===== src/rtl/npc_pkg.sv =====
package npc_pkg;
  localparam int OP_W = 4;
  localparam logic [OP_W-1:0] OP_NONE = 4'd0;
  localparam logic [OP_W-1:0] OP_BEQ  = 4'd1;
  localparam logic [OP_W-1:0] OP_BNE  = 4'd2;
  localparam logic [OP_W-1:0] OP_BLT  = 4'd3;
  localparam logic [OP_W-1:0] OP_BGE  = 4'd4;
  localparam logic [OP_W-1:0] OP_BLTU = 4'd5;
  localparam logic [OP_W-1:0] OP_BGEU = 4'd6;
  localparam logic [OP_W-1:0] OP_JAL  = 4'd7;
  localparam logic [OP_W-1:0] OP_JALR = 4'd8;
  localparam logic [OP_W-1:0] OP_LUI  = 4'd9;
endpackage


===== src/rtl/npc_branch_cmp.sv =====
module npc_branch_cmp
  import npc_pkg::*;
#(
  parameter int XLEN = 32
) (
  input  logic [OP_W-1:0] op,
  input  logic [XLEN-1:0] opnd_a,
  input  logic [XLEN-1:0] opnd_b,
  output logic            is_branch,
  output logic            cond_met
);
  logic eq, lt_s, lt_u;

  always_comb begin
    eq   = (opnd_a == opnd_b);
    lt_s = ($signed(opnd_a) < $signed(opnd_b));
    lt_u = (opnd_a < opnd_b);
  end

  always_comb begin
    is_branch = 1'b1;
    cond_met  = 1'b0;
    case (op)
      OP_BEQ:  cond_met = eq;
      OP_BNE:  cond_met = !eq;
      OP_BLT:  cond_met = lt_s;
      OP_BGE:  cond_met = !lt_s;
      OP_BLTU: cond_met = lt_u;
      OP_BGEU: cond_met = !lt_u;
      default: is_branch = 1'b0;
    endcase
  end


  always_comb begin
    if (eq) eq_order_chk: assert (!lt_s && !lt_u);
  end
endmodule


===== src/rtl/npc_target_gen.sv =====
module npc_target_gen
  import npc_pkg::*;
#(
  parameter int XLEN  = 32,
  parameter int UPPER = 20
) (
  input  logic [OP_W-1:0]  op,
  input  logic [XLEN-1:0]  pc,
  input  logic             cond_met,
  input  logic [XLEN-1:0]  rs1_val,
  input  logic [XLEN-1:0]  imm_b,
  input  logic [XLEN-1:0]  imm_j,
  input  logic [XLEN-1:0]  imm_i,
  input  logic [UPPER-1:0] imm_u,
  output logic [XLEN-1:0]  target,
  output logic [XLEN-1:0]  link,
  output logic             writes_rd,
  output logic             xfer
);
  localparam int LOW_BITS = XLEN - UPPER;
  localparam logic [XLEN-1:0] INSN_BYTES = XLEN'(4);

  logic [XLEN-1:0] seq_pc, reg_sum;

  always_comb begin
    seq_pc  = pc + INSN_BYTES;
    reg_sum = rs1_val + imm_i;
  end

  always_comb begin
    target    = seq_pc;
    link      = '0;
    writes_rd = 1'b0;
    xfer      = 1'b0;
    case (op)
      OP_BEQ, OP_BNE, OP_BLT, OP_BGE, OP_BLTU, OP_BGEU: begin
        xfer   = cond_met;
        target = cond_met ? pc + imm_b : seq_pc;
      end
      OP_JAL: begin
        target    = pc + imm_j;
        link      = seq_pc;
        writes_rd = 1'b1;
        xfer      = 1'b1;
      end
      OP_JALR: begin
        target    = {reg_sum[XLEN-1:1], 1'b0};
        link      = seq_pc;
        writes_rd = 1'b1;
        xfer      = 1'b1;
      end
      OP_LUI: begin
        link      = {imm_u, {LOW_BITS{1'b0}}};
        writes_rd = 1'b1;
      end
      default: ;
    endcase
  end
endmodule


===== src/rtl/npc_unit.sv =====
module npc_unit
  import npc_pkg::*;
#(
  parameter int              XLEN     = 32,
  parameter logic [XLEN-1:0] RESET_PC = 32'h0000_1000
) (
  input  logic             clk,
  input  logic             rst_n,
  input  logic             op_valid,
  input  logic [3:0]       op_code,
  input  logic [4:0]       rd_idx,
  input  logic [XLEN-1:0]  rs1_val,
  input  logic [XLEN-1:0]  rs2_val,
  input  logic [XLEN-1:0]  imm_b,
  input  logic [XLEN-1:0]  imm_j,
  input  logic [XLEN-1:0]  imm_i,
  input  logic [XLEN-13:0] imm_u,
  output logic [XLEN-1:0]  pc_q,
  output logic [XLEN-1:0]  next_pc,
  output logic [XLEN-1:0]  link_data,
  output logic             rd_we,
  output logic             taken,
  output logic             misaligned
);
  localparam int UPPER = XLEN - 12;

  logic is_branch, cond_met, writes_rd, xfer;

  npc_branch_cmp #(.XLEN(XLEN)) u_cmp (
    .op(op_code), .opnd_a(rs1_val), .opnd_b(rs2_val),
    .is_branch(is_branch), .cond_met(cond_met)
  );

  npc_target_gen #(.XLEN(XLEN), .UPPER(UPPER)) u_tgt (
    .op(op_code), .pc(pc_q), .cond_met(cond_met), .rs1_val(rs1_val),
    .imm_b(imm_b), .imm_j(imm_j), .imm_i(imm_i), .imm_u(imm_u),
    .target(next_pc), .link(link_data), .writes_rd(writes_rd), .xfer(xfer)
  );

  always_comb begin
    misaligned = op_valid && (next_pc[1:0] != 2'b00);
    rd_we      = op_valid && writes_rd && (rd_idx != 5'd0) && !misaligned;
    taken      = op_valid && xfer;
  end

  always_ff @(posedge clk or negedge rst_n) begin
    if (!rst_n)                      pc_q <= RESET_PC;
    else if (op_valid && !misaligned) pc_q <= next_pc;
  end


  pc_hold_chk: assert property (@(posedge clk) disable iff (!rst_n)
    !op_valid |=> $stable(pc_q));

  misalign_hold_chk: assert property (@(posedge clk) disable iff (!rst_n)
    misaligned |=> $stable(pc_q));

  pc_load_chk: assert property (@(posedge clk) disable iff (!rst_n)
    (op_valid && !misaligned) |=> (pc_q == $past(next_pc)));

  pc_aligned_chk: assert property (@(posedge clk) disable iff (!rst_n)
    pc_q[1:0] == 2'b00);

  branch_no_write_chk: assert property (@(posedge clk) disable iff (!rst_n)
    is_branch |-> !rd_we);

  rd_zero_chk: assert property (@(posedge clk) disable iff (!rst_n)
    (rd_idx == 5'd0) |-> !rd_we);

  idle_quiet_chk: assert property (@(posedge clk) disable iff (!rst_n)
    !op_valid |-> !(rd_we || taken || misaligned));
endmodule


===== config.mk =====
export PLATFORM = sky130hd
export DESIGN_NAME = npc_unit
export DESIGN_NICKNAME = d
export VERILOG_FILES = /design/src/rtl/npc_pkg.sv /design/src/rtl/npc_branch_cmp.sv /design/src/rtl/npc_target_gen.sv /design/src/rtl/npc_unit.sv
export SDC_FILE = /design/constraint.sdc
export NUM_CORES = 1
export LEC_CHECK = 0
export CORE_MARGIN = 3
export CORE_UTILIZATION = 49
export CTS_BUF_LIST = sky130_fd_sc_hd__clkbuf_8
export DETAILED_ROUTE_END_ITERATION = 16
export PLACE_DENSITY = 0.85
export SLEW_MARGIN = 30
export SYNTH_ARGS = -nofsm -noshare
export SYNTH_HDL_FRONTEND = slang
export SYNTH_SLANG_ARGS = --single-unit

===== constraint.sdc =====
create_clock -name clk -period 4.2 [get_ports clk]
set_input_delay 0.42 -clock clk [delete_from_list [all_inputs] [get_ports clk]]
set_output_delay 0.42 -clock clk [all_outputs]
set_load 0.1 [all_outputs]

After elaboration in Yosys (flattened, before gate mapping)
Cells that the tools add are included.
Widths: inputs -> output; s select.
{ "classes": {"addsub": 4, "n_lt_le_gt_ge": 2, "eq_ne": 10, "n_mux": 6, "n_reduce_logical": 15} }
{ "op_table": {"columns": ["operator", "n"], "rows": [
  ["$add 32x32->32", 3],
  ["$pmux 32 s3", 1],
  ["$lt 32x32->1", 2],
  ["$pmux 32 s2", 1],
  ["$add 32x3->32 const B", 1],
  ["$eq 32x32->1", 1],
  ["$mux 32", 1],
  ["$eq 4x3->1 const B", 4],
  ["$eq 4x2->1 const B", 2],
  ["$eq 4x4->1 const B", 2],
  ["$logic_and 1x1->1", 6],
  ["$pmux 1 s6", 1],
  ["$reduce_or 6->1", 1],
  ["$reduce_bool 5->1", 1],
  ["$eq 4x1->1 const B", 1],
  ["$logic_not 1->1", 4],
  ["$reduce_or 3->1", 1],
  ["$pmux 1 s2", 1],
  ["$reduce_bool 2->1", 1],
  ["$reduce_or 2->1", 1],
  ["$mux 1", 1]
]} }
{ "word_totals": {"reg_bits": 32, "inputBits": 192, "output_inout_bits": 99, "elab_cells": 38} }

Logic depth before layout (Yosys ltp)
{ "logic_depth": {"word_depth": 9, "ltp_mapped": 14, "mapped_depth_nobuf": 12} }

By module
From an unflattened synthesis, not the netlist that was laid out.
{ "hier_totals": {"hier_cells": 1223, "hier_area_um2": 8949.8} }
{ "modules_own_cells": {"columns": ["module", "instances", "cells_each", "area_each_um2", "seq_area_each_um2"], "rows": [
  ["npc_target_gen", 1, 1020, 6776.5, 0.0],
  ["npc_unit", 1, 72, 1234.9, 802.0],
  ["npc_branch_cmp", 1, 131, 938.4, 0.0]
]} }

Least setup slack after synthesis
OpenSTA, ideal clock, no wires.
{ "synth_path": {"path_type": "input to output", "start": "input port rs2_val[31]", "end": "output port rd_we", "t_arrival_ns": 4.942, "required_time_ns": 3.780, "slack_ns": -1.162, "path_stages": 11, "path_buffers": 0, "path_cell_list": "inv_1 ha_1 a21o_1 a2111oi_4 a31oi_2 o211a_1 nor3_4 nand3_4 a222oi_1 nand4_1 a221oi_1"} }
{ "synth_via": {"elab_chain_cells": 9, "word_cells_on_any_way": 13, "cone_classes": "order compare: 2; eq/ne: 1; mux: 3; reduce/logical: 7"} }
{ "synth_rtl": {"columns": ["item", "line", "text"], "rows": [
  ["from (decl)", "npc_unit.sv:13", "input logic [XLEN-1:0] rs2_val,"],
  ["$lt 32x32->1, or another cell as far along", "npc_branch_cmp.sv:17", "lt_u = (opnd_a < opnd_b);"],
  ["$logic_not 1->1 (on tied branches)", "npc_branch_cmp.sv:29, npc_branch_cmp.sv:25, npc_branch_cmp.sv:27", null],
  ["$pmux 1 s6 (*)", "npc_branch_cmp.sv:23", "case (op)"],
  ["$mux 32 (*)", "npc_target_gen.sv:38", "target = cond_met ? pc + imm_b : seq_pc;"],
  ["$pmux 32 s3 (*)", "npc_target_gen.sv:35", "case (op)"],
  ["$reduce_bool 2->1 (*)", "npc_unit.sv:41", "misaligned = op_valid && (next_pc[1:0] != 2'b00);"],
  ["$logic_and 1x1->1 (*)", "npc_unit.sv:41", null],
  ["$logic_not 1->1 (*)", "npc_unit.sv:42", "rd_we = op_valid && writes_rd && (rd_idx != 5'd0) && !misaligned;"],
  ["$logic_and 1x1->1 (*)", "npc_unit.sv:42", null],
  ["to (decl)", "npc_unit.sv:21", "output logic rd_we,"]
]} }
Mark *: on every way between the ends. The rest lies on a longest branch, timed or not.

Worst setup path after layout
{ "layout_path": {"start": "input port rs1_val[6]", "end": "output port rd_we"} }
{ "layout_via": {"elab_chain_cells": 9, "word_cells_on_any_way": 13, "cone_classes": "order compare: 2; eq/ne: 1; mux: 3; reduce/logical: 7"} }
{ "layout_rtl": {"columns": ["item", "line", "text"], "rows": [
  ["from (decl)", "npc_unit.sv:12", "input logic [XLEN-1:0] rs1_val,"],
  ["$lt 32x32->1, or another cell as far along", "npc_branch_cmp.sv:17", null],
  ["$logic_not 1->1 (on tied branches)", "npc_branch_cmp.sv:29, npc_branch_cmp.sv:25, npc_branch_cmp.sv:27", null],
  ["$pmux 1 s6 (*)", "npc_branch_cmp.sv:23", null],
  ["$mux 32 (*)", "npc_target_gen.sv:38", null],
  ["$pmux 32 s3 (*)", "npc_target_gen.sv:35", null],
  ["$reduce_bool 2->1 (*)", "npc_unit.sv:41", null],
  ["$logic_and 1x1->1 (*)", "npc_unit.sv:41", null],
  ["$logic_not 1->1 (*)", "npc_unit.sv:42", null],
  ["$logic_and 1x1->1 (*)", "npc_unit.sv:42", null]
]} }
Marks and branches as above.

==> results.sh <==
export IMPL_whs_ps=218
export IMPL_tightest_slew_ps=1020
export IMPL_critical_path_class="primary input to output port"
export IMPL_yosysUniqueCellTypes=80
export IMPL_yosys_warnings=0
export IMPL_path_common_cell="nand4_1"
export IMPL_pin_count=291
export IMPL_avgSynthCellArea_um2=7.58
export IMPL_drv_cap=0
export IMPL_finalWirelength_um=43500
export IMPL_cp_slowest_cell="clkdlybuf4s50_1"
export IMPL_placedCellCount=1729
export IMPL_reg_top3="pc_q (32)"
export IMPL_syn_nets=1476
export IMPL_regMostFlops="pc_q"
export IMPL_largest_reg_flops=32
export IMPL_outcome="complete, but fails checks"
export IMPL_ant_nets=0
export IMPL_grt_pass1_vias=11200
export IMPL_setup_viol=33
export IMPL_violations="setup timing"
export IMPL_hold_viol=0
export IMPL_synth_top_cell_area_share_pct=17.9
export IMPL_crit_fanout=4
export IMPL_fmax_mhz=223
export IMPL_clk_path_buf_depth=2
export IMPL_syn_to_final_growth_pct=63.8
export IMPL_maxSlewViolCount=0
export IMPL_fin_cells=1755
export IMPL_drive_above_1_share_pct=25.7
export IMPL_slew_headroom_pct=31.8
export IMPL_synth_seq_cells=32
export IMPL_fin_tns_setup_ps=-4720
export IMPL_num_antenna_cells=0
export IMPL_synth_edf_count=0
export IMPL_clock_sinks=32
export IMPL_arrival_ps=4060
export IMPL_cts_hold_buf=0
export IMPL_cp_top_family="compound AO/OA/AOI/OAI gates"
export IMPL_die_area_um2=19500
export IMPL_cp_cell_sequence="clkdlybuf4s50_1 > ha_1 > nand4_1 > a2111o_1 > a31oi_4 > nor3_2 > nor3_4 > nand3_4 > a222oi_1 > nand4_1 > a221oi_2 > clkbuf_16"
export IMPL_tritoncts="built"
export IMPL_synthTopCellsByArea="ha_1 18%, dfrtp_1 8.9%, a21oi_1 6.1%, xnor2_1 5.4%, o21ai_0 4.9%"
export IMPL_grt_max_degree=33
export IMPL_synth_main_ff_cell="dfrtp_1"
export IMPL_die_y_um=140
export IMPL_grt_overflow=0
export IMPL_antenna_found_initial=0
export IMPL_vdd_drop_max_uv=878
export IMPL_clk_latency_ps=320
export IMPL_track_usage_pct=38.2
export IMPL_synth_commonest_cells="125 x ha_1, 106 x a21oi_1, 102 x nand2_1"
export IMPL_clock_root_buffer="clkbuf_8"
export IMPL_min_path_type="primary input to asynchronous set/reset pin"
export IMPL_num_vias=11700
export IMPL_cts_buffers=5
export IMPL_fin_nets=1849
export IMPL_ys_seq_area_share_pct=9.16
export IMPL_core_area_um2=17400
export IMPL_route_detailed_drc=0
export IMPL_grt_first_pass_wirelength_um=60600
export IMPL_wire_per_inst_um=24.8
export IMPL_power_density_nw_per_um2=663
export IMPL_clk_pin_slew_ps=100
export IMPL_htree_levels=2
export IMPL_routed_via_density=6.69
export IMPL_synthCells=1156
export IMPL_critPathMaxStageDelay_ps=480
export IMPL_rsz0062_at_grt="true"
export IMPL_fin_crit_sh_pct=107
export IMPL_cp_num_buf_inv=2
export IMPL_synthArstFlopShare_pct=100
export IMPL_dp_hpwl_um=32300
export IMPL_port_buffers=290
export IMPL_power_mw=9.51
export IMPL_num_rows=48
export IMPL_pre_cts_slack_ps=-237
export IMPL_dr_pass1_iters=7
export IMPL_fp_dieW_um=140
export IMPL_power_leakage_nw=6.31
export IMPL_synth_most_common_cell="ha_1"
export IMPL_drt_iter0_drc=1697
export IMPL_crit_path_start_kind="primary input"
export IMPL_end_kind="output port"
export IMPL_cp_required_ps=3780
export IMPL_syn_area_um2=8760
export IMPL_setup_ws_ps=-281
export IMPL_initial_core_util_pct=50.3
export IMPL_fin_skew_ps=20.9
export IMPL_routabilityCongestion=1.03
export IMPL_min_period_ps=4480
export IMPL_synth_area_leader_cell="ha_1"
## logic make-up after synthesis
logic type / after synthesis / share of synthesized area [%]
xor+xnor: 101 / 10.1
simple gates: 343 / 19.8
buf+inv: 100 / 4.94
fa+ha+maj: 128 / 18.5
flops: 32 / 9.16
compound gates: 416 / 31.7
mux: 36 / 5.73
## where the power goes
part	internal, mW	switching (mW)	total [mW]
combinational	3.12	5.19	8.31
clock	0.174	0.164	0.338
sequential	0.493	0.371	0.863
total	3.79	5.72	9.51
## per-stage QoR
step	area [um2]	utilization, %
floorplan	9130	-
global route	14300	82.4
CTS	13700	78.6
detailed placement	13500	77.2
global placement	13500	77.2
finish	14300	82.4
## per-layer routing
layer | share of wire (%) | GRT usage, % | vias up | wire length, um
met3 | 11 | 6.74 | 248 | 4930
met2 | 46 | 64.3 | 924 | 19900
met1 | 36 | 48.3 | 5436 | 15900
met5 | 0 | 0 | - | 0
li1 | - | - | 5128 | -
met4 | 6.4 | 15.5 | 0 | 2800
## layout by cell type, fill, tap and decap left out, types with 14 or more instances in the layout
cell and n:
nand2_1 100, a21oi_1 100, dlymetal6s2s_1 32, a21o_1 42
o211ai_1 16, o21ai_0 57, buf_4 115, ha_4 28
o21ai_1 18, xnor2_1 53, mux2_4 28, clkdlybuf4s50_1 188
inv_2 14, nor2_1 58, ha_1 95, dfrtp_2 14
buf_12 65, inv_1 48, xor2_1 47, and3_1 15
nand4_1 22, nor3_1 22, o21bai_1 16, nand3_1 38
## path summary, 6_finish.rpt
path / slack (ps) / endpoint / cells past startpoint / start
max in group asynchronous: 3320 / pc_q[2] / 1 / rst_n
min reg2reg: 630 / pc_q[21] / 1 / pc_q[21]
min: 220 / pc_q[7] / 1 / rst_n
min in group clk: 630 / pc_q[21] / 1 / pc_q[21]
max reg2reg: 460 / pc_q[16] / 13 / pc_q[0]
max: -280 / rd_we / 12 / rs1_val[6]
## worst register-to-register path, delay by kind of cell (launching register included)
family          cells  cell delay, ps
compound gates      8            1800
xor+xnor            1             160
buf+inv             1             170
flops               1             540
mux                 1             250
fa+ha+maj           2             690
## what timing repair did
item | CTS | global route
buffers inserted | 5 | 14
setup endpoints to repair | 25 | 28
pin swaps | 11 | 46
gates resized for setup | 24 | 116
## cell type report
type,instances,area [um2]
Tap cell,225,282
Sequential cell,32,865
Inverter,62,240
Clock buffer,5,68.8
Clock inverter,3,38.8
Multi-Input combinational cell,1024,8360
Timing Repair Buffer,404,4500
Fill cell,1085,3070
(Power assumes the default switching activity.)
